<file path="src/rtl/stateen_gate_pkg.sv">
package stateen_gate_pkg;

    localparam int NGATE    = 2;
    localparam int GATE_FLT = 0;
    localparam int GATE_VEC = 1;
    localparam int LVLW     = 2;
    localparam int PRVW     = 2;

    localparam logic [PRVW-1:0] PRV_U = 2'b00;
    localparam logic [PRVW-1:0] PRV_S = 2'b01;
    localparam logic [PRVW-1:0] PRV_M = 2'b11;

    localparam logic [LVLW-1:0] LVL_MACH = 2'b00;
    localparam logic [LVLW-1:0] LVL_HYP  = 2'b01;
    localparam logic [LVLW-1:0] LVL_SUP  = 2'b10;

    typedef logic [NGATE-1:0] gate_vec_t;

    typedef struct packed {
        gate_vec_t mach;
        gate_vec_t hyp;
        gate_vec_t sup;
    } gate_regs_t;

endpackage

</file>
<file path="src/rtl/stateen_gate_regs.sv">
module stateen_gate_regs
    import stateen_gate_pkg::*;
(
    input  logic            clk,
    input  logic            rst_n,
    input  logic            cfg_fp_regs_i,
    input  logic            cfg_tbljmp_i,
    input  logic            wr_en_i,
    input  logic [LVLW-1:0] wr_lvl_i,
    input  gate_vec_t       wr_data_i,
    output gate_vec_t       mach_eff_o,
    output gate_vec_t       hyp_eff_o,
    output gate_vec_t       sup_eff_o
);

    gate_regs_t st_d, st_q;
    gate_vec_t  avail;

    // Bits the current configuration lets the machine level hold.
    always_comb begin
        avail           = '0;
        avail[GATE_FLT] = ~cfg_fp_regs_i;
        avail[GATE_VEC] = cfg_tbljmp_i;
    end

    always_comb begin
        st_d = st_q;
        if (wr_en_i) begin
            case (wr_lvl_i)
                LVL_MACH: st_d.mach = wr_data_i & avail;
                LVL_HYP:  st_d.hyp  = wr_data_i;
                LVL_SUP:  st_d.sup  = wr_data_i;
                default:  st_d      = st_q;
            endcase
        end
    end

    always_ff @(posedge clk or negedge rst_n) begin
        if (!rst_n) st_q <= '0;
        else        st_q <= st_d;
    end

    // Each level is masked by the one above it.
    assign mach_eff_o = st_q.mach & avail;
    assign hyp_eff_o  = st_q.hyp  & mach_eff_o;
    assign sup_eff_o  = st_q.sup  & hyp_eff_o;

    // a hypervisor-level write lands unmodified
    a_r2_hyp_write: assert property (@(posedge clk) disable iff (!rst_n)
        (wr_en_i && wr_lvl_i == LVL_HYP) |=> st_q.hyp == $past(wr_data_i));

    // stored bits hold without a write
    a_r2_hold_no_write: assert property (@(posedge clk) disable iff (!rst_n)
        !wr_en_i |=> $stable(st_q));

    // table bit cannot be written while the extension is absent
    a_r4_vec_write_dropped: assert property (@(posedge clk) disable iff (!rst_n)
        (wr_en_i && wr_lvl_i == LVL_MACH && !cfg_tbljmp_i) |=> !st_q.mach[GATE_VEC]);

endmodule

</file>
<file path="src/rtl/stateen_gate_eval.sv">
module stateen_gate_eval
    import stateen_gate_pkg::*;
(
    input  logic            need_i,
    input  logic [PRVW-1:0] priv_i,
    input  logic            virt_i,
    input  logic            mach_i,
    input  logic            hyp_i,
    input  logic            sup_i,
    output logic            ill_o,
    output logic            vrt_o
);

    always_comb begin
        ill_o = 1'b0;
        vrt_o = 1'b0;
        if (need_i && priv_i != PRV_M) begin
            if (!mach_i) begin
                ill_o = 1'b1;
            end else if (virt_i && !hyp_i) begin
                vrt_o = 1'b1;
            end else if (priv_i == PRV_U && !sup_i) begin
                if (virt_i) vrt_o = 1'b1;
                else        ill_o = 1'b1;
            end
        end
    end

endmodule

</file>
<file path="src/rtl/stateen_gate.sv">
module stateen_gate
    import stateen_gate_pkg::*;
#(
    parameter logic [11:0] VEC_CSR_ADDR = 12'h017
) (
    input  logic        clk,
    input  logic        rst_n,
    input  logic        cfg_fp_regs_i,
    input  logic        cfg_tbljmp_i,
    input  logic        wr_en_i,
    input  logic [1:0]  wr_lvl_i,
    input  logic [1:0]  wr_data_i,
    input  logic [1:0]  rd_lvl_i,
    output logic [1:0]  rd_data_o,
    input  logic [1:0]  priv_i,
    input  logic        virt_i,
    input  logic        is_fp_op_i,
    input  logic        is_tbljmp_op_i,
    input  logic        csr_acc_i,
    input  logic [11:0] csr_addr_i,
    output logic        trap_illegal_o,
    output logic        trap_virtual_o
);

    gate_vec_t mach_eff, hyp_eff, sup_eff;
    gate_vec_t need, ill_g, vrt_g;

    stateen_gate_regs u_regs (
        .clk           (clk),
        .rst_n         (rst_n),
        .cfg_fp_regs_i (cfg_fp_regs_i),
        .cfg_tbljmp_i  (cfg_tbljmp_i),
        .wr_en_i       (wr_en_i),
        .wr_lvl_i      (wr_lvl_i),
        .wr_data_i     (wr_data_i),
        .mach_eff_o    (mach_eff),
        .hyp_eff_o     (hyp_eff),
        .sup_eff_o     (sup_eff)
    );

    // Which gates the decoded instruction depends on.
    always_comb begin
        need           = '0;
        need[GATE_FLT] = is_fp_op_i & ~cfg_fp_regs_i;
        need[GATE_VEC] = cfg_tbljmp_i &
                         (is_tbljmp_op_i | (csr_acc_i && csr_addr_i == VEC_CSR_ADDR));
    end

    for (genvar g = 0; g < NGATE; g++) begin : g_gate
        stateen_gate_eval u_eval (
            .need_i (need[g]),
            .priv_i (priv_i),
            .virt_i (virt_i),
            .mach_i (mach_eff[g]),
            .hyp_i  (hyp_eff[g]),
            .sup_i  (sup_eff[g]),
            .ill_o  (ill_g[g]),
            .vrt_o  (vrt_g[g])
        );

        // a clear machine bit below machine mode is always illegal
        a_r7_mach_clear_illegal: assert property (@(posedge clk) disable iff (!rst_n)
            (need[g] && priv_i != PRV_M && !mach_eff[g]) |-> trap_illegal_o);
    end

    always_comb begin
        trap_illegal_o = |ill_g;
        trap_virtual_o = ~trap_illegal_o & (|vrt_g);
    end

    always_comb begin
        case (rd_lvl_i)
            LVL_MACH: rd_data_o = mach_eff;
            LVL_HYP:  rd_data_o = hyp_eff;
            LVL_SUP:  rd_data_o = sup_eff;
            default:  rd_data_o = '0;
        endcase
    end

    // machine mode is never blocked
    a_r6_mach_free: assert property (@(posedge clk) disable iff (!rst_n)
        (priv_i == PRV_M) |-> (!trap_illegal_o && !trap_virtual_o));

    // at most one trap kind per cycle
    a_r12_one_kind: assert property (@(posedge clk) disable iff (!rst_n)
        !(trap_illegal_o && trap_virtual_o));

endmodule

</file>
<file path="config.mk">
export PLATFORM = sky130hd
export DESIGN_NAME = stateen_gate
export DESIGN_NICKNAME = d
export VERILOG_FILES = /design/src/rtl/stateen_gate_pkg.sv /design/src/rtl/stateen_gate_regs.sv /design/src/rtl/stateen_gate_eval.sv /design/src/rtl/stateen_gate.sv
export SDC_FILE = /design/constraint.sdc
export NUM_CORES = 1
export LEC_CHECK = 0
export ABC_CLOCK_PERIOD_IN_PS = 1200
export BUFFER_PORTS_ARGS = -buffer_cell sky130_fd_sc_hd__clkbuf_2
export CORE_UTILIZATION = 34
export DETAILED_ROUTE_END_ITERATION = 8
export PLACE_DENSITY = 0.71
export SETUP_SLACK_MARGIN = 0.4
export SLEW_MARGIN = 20
export SYNTH_ARGS = -nofsm -noshare
export SYNTH_HDL_FRONTEND = slang
export SYNTH_SLANG_ARGS = --single-unit
export TNS_END_PERCENT = 1
</file>
<file path="constraint.sdc">
create_clock -name clk -period 1.2 [get_ports clk]
set_input_delay 0.18 -clock clk [delete_from_list [all_inputs] [get_ports clk]]
set_output_delay 0.18 -clock clk [all_outputs]
set_load 0.1 [all_outputs]
</file>
==> impl_metrics.tcl <==
set metrics [dict create \
    status "finished with violations" \
    violations "setup timing" \
    n_fill_cell 96 \
    max_stage_delay_ps 420 \
    min_to "u_regs.st_q[5]" \
    ys_types 24 \
    cp.required_ps 1020 \
    grt_max_degree 8 \
    worstSetupEndpointType "output port" \
    final_common_cell "clkbuf_2" \
    p_leak_nw 0.419 \
    tightest_slew_ps 285 \
    finalCritPeriodShare_pct 157 \
    ys_top_cells_by_area "dfrtp_1 33%, mux2_2 10%, nand2_1 5.8%" \
    cpMaxStageDelayCell "a2111o_1" \
    gp_congestion 0.713 \
    multi_input_area_um2 342 \
    synth_top_area_share_pct 33.4 \
    cts-buffers-inserted 3 \
    grt_pass1_vias 515 \
    ys_warn_count 0 \
    final_layout_size_suffix_gt1_share_pct 63.2 \
    finalHoldViolCount 0 \
    yosysSeqAreaShare_pct 33.4 \
    syn2layout_area_growth_pct 91.4 \
    cp.buffers_inverters 1 \
    wl_per_cell_um 11.7 \
    dieArea_um2 1470 \
    routed-via-count 563 \
    rr_worst_depth 2 \
    largestRegisters "u_regs.st_q x6" \
    clkTransAtPathRegs_ps 50 \
    setup_slack_ps -682 \
    yosysTopAreaCell "dfrtp_1" \
    firstDrtPassIters 2 \
    syn_nets 78 \
    min_period_ps 1880 \
    mostFrequentLayoutCells "28 x clkbuf_2, 6 x nand2_1, 6 x buf_4, 6 x dfrtp_1" \
    track_usage_pct 21.1 \
    holdCritPathClass "primary input to register" \
    path_max_fanout 3 \
    diodes 0 \
    coreArea_um2 1170 \
    initial_utilization_pct 38.4 \
    syn_area_per_cell_um2 9.17 \
    dpl_cell_area_um2 796 \
    power_density_nw_per_um2 974 \
    timing.rr.end "u_regs.st_q[2]" \
    netlist_instances 49 \
    max-vdd-ir-drop_mv 0.736 \
    rows 12 \
    crit_family "compound AO/OA/AOI/OAI gates" \
    cts-htree-levels 1 \
    cp.arrival_ps 1700 \
    slew_headroom_pct 81.0 \
    cts_tree "done" \
    synth-seq-cells 6 \
    power_mw 0.837 \
    port_buffers 32 \
    antenna_found_initial 0 \
    drt_iter0_markers 2 \
    finalClockSkew_ps 0 \
    path_class "register to output port" \
    regMostFlops "u_regs.st_q" \
    die_h_um 38.3 \
    clk_path_buf_depth 2 \
    critPathLaunchType "register" \
    finalSetupViolations 4 \
    r2r-start "u_regs.st_q[2]" \
    die_w_um 38.3 \
    postCtsSetupBuffers 0 \
    seq_area_um2 150 \
    io_pins 33 \
    drt-total-wl_um 1270 \
    final_area_um2 860 \
    post-dp-hpwl_um 1040 \
    largest_reg_flops 6 \
    overflow 0 \
    drv_slew 0 \
    whs_path_depth 3 \
    place_ws_ps -416 \
    fmax_mhz 531 \
    min_from "wr_data_i[1]" \
    root_buffer "clkbuf_4" \
    drc_errors 0 \
    finalSetupTns_ps -2020 \
    regToRegSetupSlack_ps 300 \
    grt_pass1_wl_um 2040 \
    path_cells "a2111o_1, a221oi_2, a41o_4, a21oi_4, buf_12" \
    nets 126 \
    ant_nets 0 \
    clock_sinks 6 \
    clk_latency_ps 250 \
    syn_area_um2 449 \
    drv_cap 0 \
    rsz0062_at_grt "true" \
    vias_per_cell 5.17 \
]
[tightest hold or removal path: cells and delay by family]
family	cells	cell delay (ps)
AO/OA/AOI/OAI	1	50
buffers and inverters	1	100
AND/OR/NAND/NOR	1	70
[routing by layer]
metal	up-vias	share of wire (%)	global-route usage (%)
met4	0	1.5	10.3
met2	31	49	39.0
met1	245	40	21.5
met5	-	0	0
met3	3	9.3	5.81
li1	284	-	-
[worst max-delay path by stage]
stage               cells past startpoint           start  slack, ps             end
finish                                  5  u_regs.st_q[0]       -680  trap_virtual_o
global route                            5  u_regs.st_q[0]       -750  trap_virtual_o
CTS                                     5  u_regs.st_q[0]       -690  trap_virtual_o
detailed placement                      5  u_regs.st_q[0]       -420  trap_virtual_o
global placement                        5  u_regs.st_q[0]       -380  trap_virtual_o
floorplan                               4  u_regs.st_q[0]       -530  trap_virtual_o
[layout make-up]
| cell class | instances | share of cell area [%] |
|---|---|---|
| flip-flops and latches | 6 | 17.5 |
| clock buffers | 3 | 2.62 |
| multi-input cells | 41 | 39.7 |
| well taps | 14 | 2.04 |
| repair buffers | 43 | 37.3 |
| inverters | 2 | 0.873 |
[metrics by stage]
stage / util [%] / cells / hold WS (ps)
3_3_place_gp: 67.9 / 105 / 16.3
3_5_place_dp: 67.9 / 105 / 17.4
2_1_floorplan: - / 49 / -116
5_1_grt: 73.4 / 109 / 204
4_1_cts: 71.7 / 109 / 197
6_report: 73.4 / 109 / 193
[power by group]
group	leakage (nW)	internal [mW]	switching [mW]	total, mW
Sequential	0.0736	0.238	0.0325	0.270
Combinational	0.332	0.201	0.176	0.377
Clock	0.0138	0.113	0.0774	0.191
Total	0.419	0.552	0.286	0.837
[what timing repair did]
item | in CTS | in global routing
hold endpoints to repair | 6 | 0
hold buffers | 1 | 0
setup endpoints to repair | 10 | 10
pin swaps | 2 | 0
gates resized for setup | 4 | 8
[logic make-up (layout without fill, tap and decap cells)]
group | Yosys count | in the layout | synth area share [%]
mux | 4 | 4 | 10.0
compound gates | 14 | 14 | 25.1
buf+inv | 2 | 48 | 1.67
flops | 6 | 6 | 33.4
simple gates | 23 | 23 | 29.8
[cell usage after synthesis (all sizes together)]
cell type  n
a221oi     1
a2111o     2
o21ai      2
or3        1
nor3b      1
a41o       2
nor2       1
o22ai      1
nand2      7
mux2       4
a21oi      5
and2       1
nor3       3
nand2b     2
inv        2
nor4bb     1
nor4b      1
or3b       1
dfrtp      6
and3       2
o2111ai    1
nand3b     2
No activity file was read; power rests on OpenSTA's default activity.
